$ cat config.mk
export PLATFORM = sky130hd
export DESIGN_NAME = fsleep_ctrl
export DESIGN_NICKNAME = d
export VERILOG_FILES = /design/src/rtl/fsleep_pkg.sv /design/src/rtl/fsleep_cmd_dec.sv /design/src/rtl/fsleep_wake_timer.sv /design/src/rtl/fsleep_bank.sv /design/src/rtl/fsleep_ctrl.sv
export SDC_FILE = /design/constraint.sdc
export NUM_CORES = 1
export LEC_CHECK = 0
export BUFFER_PORTS_ARGS = -buffer_cell sky130_fd_sc_hd__buf_2
export CORE_MARGIN = 10
export CORE_UTILIZATION = 50
export CTS_BUF_LIST = sky130_fd_sc_hd__clkbuf_8
export CTS_CLUSTER_SIZE = 8
export DETAILED_ROUTE_END_ITERATION = 16
export GPL_ROUTABILITY_DRIVEN = 1
export GPL_TIMING_DRIVEN = 0
export PLACE_DENSITY_LB_ADDON = 0.05
export SETUP_SLACK_MARGIN = 0.4
export SLEW_MARGIN = 20
export SYNTH_ARGS = -nofsm -noshare
export SYNTH_HDL_FRONTEND = slang
export SYNTH_SLANG_ARGS = --single-unit
$ cat constraint.sdc
create_clock -name clk -period 1.9 [get_ports clk]
set_input_delay 0.19 -clock clk [delete_from_list [all_inputs] [get_ports clk]]
set_output_delay 0.19 -clock clk [all_outputs]
set_load 0.03 [all_outputs]
$ cat src/rtl/fsleep_pkg.sv
package fsleep_pkg;

    typedef enum logic [1:0] {
        BK_AWAKE  = 2'd0,
        BK_ASLEEP = 2'd1,
        BK_WAKING = 2'd2
    } bank_state_e;

    // Control-word layout: each bank owns a group of bits starting at
    // GRP_BASE + bank*GRP_STRIDE: status, wake, sleep at increasing offsets.
    localparam int GRP_BASE   = 4;
    localparam int GRP_STRIDE = 4;
    localparam int OFS_STATUS = 0;
    localparam int OFS_WAKE   = 1;
    localparam int OFS_SLEEP  = 2;

    function automatic int status_pos(input int bank);
        return GRP_BASE + bank * GRP_STRIDE + OFS_STATUS;
    endfunction

    function automatic int wake_pos(input int bank);
        return GRP_BASE + bank * GRP_STRIDE + OFS_WAKE;
    endfunction

    function automatic int sleep_pos(input int bank);
        return GRP_BASE + bank * GRP_STRIDE + OFS_SLEEP;
    endfunction

endpackage

$ cat src/rtl/fsleep_cmd_dec.sv
module fsleep_cmd_dec
    import fsleep_pkg::*;
#(
    parameter int DATA_W    = 32,
    parameter int NUM_BANKS = 2
) (
    input  logic              wr_en,
    input  logic [DATA_W-1:0] wr_data,
    output logic [NUM_BANKS-1:0] sleep_cmd,
    output logic [NUM_BANKS-1:0] wake_cmd
);

    for (genvar b = 0; b < NUM_BANKS; b++) begin : g_dec
        localparam int SPOS = sleep_pos(b);
        localparam int WPOS = wake_pos(b);
        assign sleep_cmd[b] = wr_en & wr_data[SPOS];
        assign wake_cmd[b]  = wr_en & wr_data[WPOS];
    end

endmodule

$ cat src/rtl/fsleep_wake_timer.sv
module fsleep_wake_timer #(
    parameter int WAKE_CYC = 1250
) (
    input  logic clk,
    input  logic rst_n,
    input  logic load,
    input  logic run,
    output logic done
);

    localparam int CW = (WAKE_CYC > 2) ? $clog2(WAKE_CYC) : 1;
    localparam logic [CW-1:0] LOAD_VAL = CW'(WAKE_CYC - 1);

    logic [CW-1:0] cnt_q;

    always_ff @(posedge clk or negedge rst_n) begin
        if (!rst_n) begin
            cnt_q <= '0;
        end else if (load) begin
            cnt_q <= LOAD_VAL;
        end else if (run && cnt_q != '0) begin
            cnt_q <= cnt_q - 1'b1;
        end
    end

    assign done = run && (cnt_q == '0);

    // countdown falls by one per cycle while running
    a_r5_count_down: assert property (@(posedge clk) disable iff (!rst_n)
        (run && !load && cnt_q != '0) |=> (cnt_q == $past(cnt_q) - 1'b1));

    // a wake loads the full latency
    a_r3_load_full: assert property (@(posedge clk) disable iff (!rst_n)
        load |=> (cnt_q == LOAD_VAL));

endmodule

$ cat src/rtl/fsleep_bank.sv
module fsleep_bank
    import fsleep_pkg::*;
#(
    parameter int WAKE_CYC = 1250
) (
    input  logic clk,
    input  logic rst_n,
    input  logic sleep_cmd_i,
    input  logic wake_cmd_i,
    input  logic rd_req_i,
    output logic rd_rdy_o,
    output logic sleep_o,
    output logic status_o
);

    bank_state_e state_q, state_d;
    logic        pend_q, pend_d;
    logic        tmr_load, tmr_done;
    logic        sleep_only;

    assign sleep_only = sleep_cmd_i & ~wake_cmd_i;

    fsleep_wake_timer #(.WAKE_CYC(WAKE_CYC)) u_timer (
        .clk   (clk),
        .rst_n (rst_n),
        .load  (tmr_load),
        .run   (state_q == BK_WAKING),
        .done  (tmr_done)
    );

    // next state
    always_comb begin
        state_d  = state_q;
        pend_d   = pend_q;
        tmr_load = 1'b0;
        unique case (state_q)
            BK_AWAKE: begin
                pend_d = 1'b0;
                if (sleep_only) state_d = BK_ASLEEP;          // GO_SLEEP
            end
            BK_ASLEEP: begin
                pend_d = 1'b0;
                if (wake_cmd_i || rd_req_i) begin               // START_WAKE
                    state_d  = BK_WAKING;
                    tmr_load = 1'b1;
                end
            end
            BK_WAKING: begin
                if (wake_cmd_i)      pend_d = 1'b0;
                else if (sleep_only) pend_d = 1'b1;
                if (tmr_done) begin
                    state_d = pend_d ? BK_ASLEEP : BK_AWAKE;   // DEFERRED_SLEEP / WAKE_DONE
                    pend_d  = 1'b0;
                end
            end
            default: begin
                state_d = BK_AWAKE;
                pend_d  = 1'b0;
            end
        endcase
    end

    // state register
    always_ff @(posedge clk or negedge rst_n) begin
        if (!rst_n) begin
            state_q <= BK_AWAKE;
            pend_q  <= 1'b0;
        end else begin
            state_q <= state_d;
            pend_q  <= pend_d;
        end
    end

    // outputs
    always_comb begin
        rd_rdy_o = 1'b0;
        sleep_o  = 1'b0;
        status_o = 1'b0;
        unique case (state_q)
            BK_AWAKE:  rd_rdy_o = rd_req_i;
            BK_ASLEEP: begin
                sleep_o  = 1'b1;
                status_o = 1'b1;
            end
            BK_WAKING: ;
            default:   ;
        endcase
    end

    // sleep command alone puts an awake bank to sleep
    a_r2_go_sleep: assert property (@(posedge clk) disable iff (!rst_n)
        (state_q == BK_AWAKE && sleep_cmd_i && !wake_cmd_i) |=> sleep_o);

    // wake has priority over sleep in the same write
    a_r6_wake_wins: assert property (@(posedge clk) disable iff (!rst_n)
        (state_q == BK_AWAKE && wake_cmd_i) |=> !sleep_o);

    // a request to a sleeping bank starts the wake
    a_r5_req_wakes: assert property (@(posedge clk) disable iff (!rst_n)
        (state_q == BK_ASLEEP && rd_req_i) |=> (state_q == BK_WAKING));

    // held sleep is applied when the count ends
    a_r7_deferred: assert property (@(posedge clk) disable iff (!rst_n)
        (state_q == BK_WAKING && tmr_done && pend_q && !wake_cmd_i) |=> sleep_o);

    // no ready in the cycle right after a wake starts
    a_r4_no_early_rdy: assert property (@(posedge clk) disable iff (!rst_n)
        tmr_load |=> !rd_rdy_o);

endmodule

$ cat src/rtl/fsleep_ctrl.sv
module fsleep_ctrl
    import fsleep_pkg::*;
#(
    parameter int DATA_W    = 32,
    parameter int NUM_BANKS = 2,
    parameter int CLK_MHZ   = 250,
    parameter int WAKE_US   = 5,
    parameter int WAKE_CYC  = CLK_MHZ * WAKE_US
) (
    input  logic                 clk,
    input  logic                 rst_n,
    input  logic                 reg_wr_en,
    input  logic [DATA_W-1:0]    reg_wr_data,
    output logic [DATA_W-1:0]    reg_rd_data,
    input  logic [NUM_BANKS-1:0] bank_rd_req,
    output logic [NUM_BANKS-1:0] bank_rd_rdy,
    output logic [NUM_BANKS-1:0] bank_sleep
);

    logic [NUM_BANKS-1:0] sleep_cmd, wake_cmd, status;

    fsleep_cmd_dec #(.DATA_W(DATA_W), .NUM_BANKS(NUM_BANKS)) u_dec (
        .wr_en     (reg_wr_en),
        .wr_data   (reg_wr_data),
        .sleep_cmd (sleep_cmd),
        .wake_cmd  (wake_cmd)
    );

    for (genvar b = 0; b < NUM_BANKS; b++) begin : g_bank
        fsleep_bank #(.WAKE_CYC(WAKE_CYC)) u_bank (
            .clk         (clk),
            .rst_n       (rst_n),
            .sleep_cmd_i (sleep_cmd[b]),
            .wake_cmd_i  (wake_cmd[b]),
            .rd_req_i    (bank_rd_req[b]),
            .rd_rdy_o    (bank_rd_rdy[b]),
            .sleep_o     (bank_sleep[b]),
            .status_o    (status[b])
        );

        // ready never shown while the bank is powered down
        a_r4_rdy_not_sleeping: assert property (@(posedge clk) disable iff (!rst_n)
            bank_rd_rdy[b] |-> !bank_sleep[b]);

        // status bit mirrors the sleep output
        a_r2_status_match: assert property (@(posedge clk) disable iff (!rst_n)
            reg_rd_data[status_pos(b)] == bank_sleep[b]);
    end

    always_comb begin
        reg_rd_data = '0;
        for (int b = 0; b < NUM_BANKS; b++) begin
            reg_rd_data[status_pos(b)] = status[b];
        end
    end

endmodule

* Word-level counts from Yosys, hierarchy flattened
Index checks and enable logic that the tools add are counted.
Cells by class: equality and inequality tests 10, muxes and demuxes 32, reductions and logical operators 16, bitwise gates (word level) 8, $add $sub $neg 2
Operator list (count):
- two-way mux 11 bit | 4
- zero test 11 bit | 2
- nonzero test 11 bit | 2
- subtractor 11 x 1 -> 11 bit, second input constant | 2
- two-way mux 1 bit | 20
- two-way mux 2 bit | 6
- inequality test 2 x 1 -> 1 bit, second input constant | 6
- case mux 2 bit (3 select lines) | 2
- AND 1 bit | 6
- AND reduction 3 bit | 2
- equality test 2 x 1 -> 1 bit, second input constant | 2
- equality test 2 bit, second input constant | 2
- logical AND 1 bit | 4
- zero test 2 bit | 2
- nonzero test 2 bit | 2
- logical OR 1 bit | 2
- NOT 1 bit | 2
Storage, ports and cells: logic and storage cells 74, output and inout bits 36, bits in registers 28, input bits 37

* Depth between registers and ports, before layout
word-level depth 9, depth in mapped cells 6, gate-level depth less buffers 6

* Hierarchy
A second synthesis with hierarchy kept.
Unflattened totals: cells, all modules 219, area, all modules 1973.1 sq um
By module, submodules not included:
- fsleep_wake_timer | instances 2, cells an instance 75, area an instance 699.4 sq um, seq. area each 275.3 sq um
- fsleep_bank | instances 2, cells an instance 17, area an instance 160.2 sq um, seq. area each 75.1 sq um
- fsleep_ctrl | instances 1, cells an instance 31, area an instance 229.0 sq um, seq. area each 0.0 sq um
- fsleep_cmd_dec | instances 1, cells an instance 4, area an instance 25.0 sq um, seq. area each 0.0 sq um

* Worst setup path after synthesis
Ideal clock, no wire load.
kind reg-to-reg, start point register g_bank[0].u_bank.u_timer.cnt_q[0], end point register g_bank[0].u_bank.u_timer.cnt_q[9], required time 1.822 ns, buffers on the path 0, library setup time 0.078 ns, setup slack 0.246 ns, clock period less this slack 1.654 ns, cell stages (with the launch flop) 7, data arrival time 1.577 ns, path through dfrtp_1 -> inv_1 -> ha_1 -> nor3b_1 -> and2_1 -> or4_1 -> a21oi_1
Between the ends: cells in the longest elaborated chain, start to end 3, elaborated cells on any way between the ends 6, those cells by class 1 x add/sub; 2 x mux; 3 x reduce/logical
RTL lines:
- start: declaration | line fsleep_wake_timer.sv:14 | logic [CW-1:0] cnt_q;
- start signal: assignment | line fsleep_wake_timer.sv:22 | cnt_q <= cnt_q - 1'b1;
- subtractor 11 x 1 -> 11 bit / nonzero test 11 bit (equally long branches) | line fsleep_wake_timer.sv:22, fsleep_wake_timer.sv:21
- two-way mux 11 bit / logical AND 1 bit (equally long branches) | line fsleep_wake_timer.sv:21 | end else if (run && cnt_q != '0) begin
- two-way mux 11 bit / nonzero test 2 bit (equally long branches)
Several ways; a longest one is shown, not always the timed one. The select of a mux whose other input is x is not followed. A chain may end at the register's enable or synchronous reset.

* Worst setup path in the final report
start point register g_bank[0].u_bank.u_timer.cnt_q[1], end point register g_bank[0].u_bank.u_timer.cnt_q[6]
The elaborated chain is that of the path after synthesis.

==> results.cfg <==
[clocking]
cts_tree = done
clock_latency_ns = 0.28
cts_buffers = 3
htreeDepth = 1
root_buffer = clkbuf_8
cts_sinks = 28
cts.clk_slew.worst_paths_ns = 0.10
clock_path_buffers = 2

[power]
power_frac_seq_pct = 35.2
p_int_mw = 1.91
comb_power_share_pct = 50.3
switching_share_pct = 41.1
switchingPower_mw = 1.33
p_leak_nw = 1.20
power-per-cell-area_nw_per_um2 = 1250
ir_drop_mv = 0.910
p_clk_share_pct = 14.5
finalPower_mw = 3.24

[finish]
final_nets = 306
drive_gt1_share_pct = 49.2
fin_area_um2 = 2600
diodes = 0
fin_cells = 312
fin_util_pct = 77.4
syn_to_final_growth_pct = 47.9
fillers = 243

[setup_path]
worstPathArrival_ns = 1.80
r2r_end = g_bank[0].u_bank.u_timer.cnt_q[6]
r2r_cells = 6
start_kind = flip-flop
worstSetupPathType = reg2reg
endpoint_kind = flip-flop
reg2reg_slack_ns = 0.25
worst-path-max-fanout = 3
r2r_start = g_bank[0].u_bank.u_timer.cnt_q[1]
worstPathRequired_ns = 2.05

[worst_hold_path]
min_path_cells = 4
hold_path.class = in2reg
holdPathEnd = g_bank[1].u_bank.state_q[0]
worstHoldStart = reg_wr_data[9]

[run_status]
status = completed

[synthesis]
ys_types = 47
synth_cells = 193
synth.avg_cell_area_um2 = 9.12
synth_edf_count = 0
yosysWarnings = 0
synth_flop_cell = dfrtp_1
async_flop_share_pct = 100
ys_ff_latch = 28
synth_area_um2 = 1760
yosysSeqAreaShare_pct = 39.8

[place]
placed_area_um2 = 2060
portBuffers = 13
globalplace.congestion = 0.861
pre_cts_ws_ns = 0.196
dp.cells = 281
hpwl_mm = 3.01

[global_route]
grtUsageTotal_pct = 13.5
grt_pass1_wl_mm = 7.14
antenna_found_initial = 0
grt_pass1_vias = 1619
grt_max_degree = 29
grt_overflow = 0

[timing]
final_hold_viol_count = 0
skew_ns = 0.0114
setup_viol = 0
setup_slack_ns = 0.251
finalSetupTns_ns = 0
whs_ns = 0.240
final_max_slew_viol_count = 0
period_needed_ns = 1.65
worstMarginPinSlew_ns = 0.637
fin_crit_sh_pct = 86.8
maxSlewHeadroom_pct = 57.6
rsz0062_at_grt = true
fmax_mhz = 606

[detailed_routing]
drtIter0Drc = 77
firstDrtPassIters = 4
drt-total-wl_mm = 4.65
drtAntennaViolNets = 0
vias = 1540
vias_per_cell = 4.94
wl_per_cell_um = 14.9
drc = 0

[die]
fp.dieH_um = 79.3
boundaryPins = 73
core_um2 = 3360
rows = 21
die_width_um = 79.3
start_util_pct = 52.3
die_area_um2 = 6290

[run]
max_cap_viol_count = 0
==> placed cells by master, fill, tap and decap left out, types with 3 or more instances in the layout <==
cell | synthesis | routed
clkbuf_8 | 0 | 3
inv_2 | 0 | 4
buf_4 | 36 | 61
a21oi_1 | 13 | 11
nor4_4 | 0 | 3
or3_1 | 4 | 3
nor3_4 | 0 | 4
conb_1 | 1 | 30
buf_2 | 1 | 9
buf_6 | 0 | 6
nor2_1 | 10 | 10
nor2b_2 | 0 | 3
dfrtp_1 | 28 | 26
mux2i_1 | 7 | 7
o31ai_1 | 3 | 3
nand3_2 | 1 | 3
nand2_1 | 22 | 18
==> layer usage <==
| metal | up-vias | GRT usage (%) | wire (um) | share of wire [%] |
|---|---|---|---|---|
| li1 | 767 | - | - | - |
| met1 | 729 | 13.0 | 1690 | 36 |
| met2 | 32 | 26.7 | 2680 | 58 |
| met3 | 12 | 3.49 | 187 | 4.0 |
| met4 | 0 | 5.02 | 91 | 2.0 |
| met5 | - | 0 | 0 | 0 |
==> state kept, by name (all words and copies together) (netlist names) <==
signal,cells
g_bank.u_bank.state_q,4
g_bank.u_bank.pend_q,2
g_bank.u_bank.u_timer.cnt_q,22
==> cell families (layout without fill, tap and decap cells) <==
logic type      count (synthesis)  after routing  share of synthesized area [%]
compound gates                 33             33                           12.6
xor+xnor                        1              1                          0.498
fa+ha+maj                       2              2                           1.42
buf+inv                        43             87                           16.9
flops                          28             28                           39.8
mux                             7              7                           3.98
other cells                     1             30                          0.213
simple gates                   78             78                           24.6
==> critical path, cell delays in order (launching register included) <==
cell	delay, ns
dfrtp_1	0.42
inv_2	0.08
ha_4	0.13
or3b_4	0.41
a2111oi_4	0.25
xnor2_1	0.16
nand2_1	0.07
==> power groups by stage <==
stage	Combinational [mW]	Sequential (mW)	Clock [mW]
floorplan	0.847	1.03	0
CTS	1.29	1.09	0.482
finish	1.63	1.14	0.470
global route	1.77	1.18	0.511
detailed placement	1.03	1.08	0
global placement	0.975	1.07	0
==> synth_stat cells (all sizes together) (3+ instances only) <==
library cell	n	area share [%]
nand2b	3	1.1
dfrtp	28	40
or3b	3	1.5
nor2b	5	1.8
mux2i	7	4.0
nand3	5	1.7
nand2	22	4.7
buf	37	16
nor3	6	2.0
inv	5	1.1
nor3b	3	1.3
o31ai	3	1.3
o21ai	3	0.85
a21oi	13	3.7
nor2	10	2.1
nor4	3	1.1
or4	4	1.9
or3	4	1.4
==> worst max-delay path by stage <==
stage / startpoint / endpoint / slack (ns) / depth (start not counted)
after floorplan: g_bank[0].u_bank.u_timer.cnt_q[0] / g_bank[0].u_bank.u_timer.cnt_q[7] / 0.37 / 6
after global placement: g_bank[1].u_bank.state_q[0] / g_bank[1].u_bank.u_timer.cnt_q[7] / 0.19 / 4
after detailed placement: g_bank[1].u_bank.state_q[0] / g_bank[1].u_bank.u_timer.cnt_q[7] / 0.20 / 4
after CTS: g_bank[0].u_bank.u_timer.cnt_q[0] / g_bank[0].u_bank.u_timer.cnt_q[7] / 0.23 / 6
after global routing: g_bank[0].u_bank.u_timer.cnt_q[1] / g_bank[0].u_bank.u_timer.cnt_q[10] / 0.19 / 6
final: g_bank[0].u_bank.u_timer.cnt_q[1] / g_bank[0].u_bank.u_timer.cnt_q[6] / 0.25 / 6
==> what timing repair did <==
item                       4_1_cts  5_1_grt
setup buffers                   15       11
hold endpoints to repair        28        0
gates resized for setup         20       47
pin swaps                        9       10
cloned                           0        0
setup endpoints to repair       30       31
hold buffers                     1        0
==> cell type report <==
type	instances	area (um2)	share of cell area (%)
Sequential cell	28	703	27.0
Multi-Input combinational cell	151	1170	44.9
Tap cell	46	57.6	2.21
Inverter	5	18.8	0.721
Buffer	38	282	10.8
Timing Repair Buffer	40	303	11.6
Clock inverter	1	30.0	1.15
Clock buffer	3	41.3	1.59
Power figures use the tool's default switching activity.
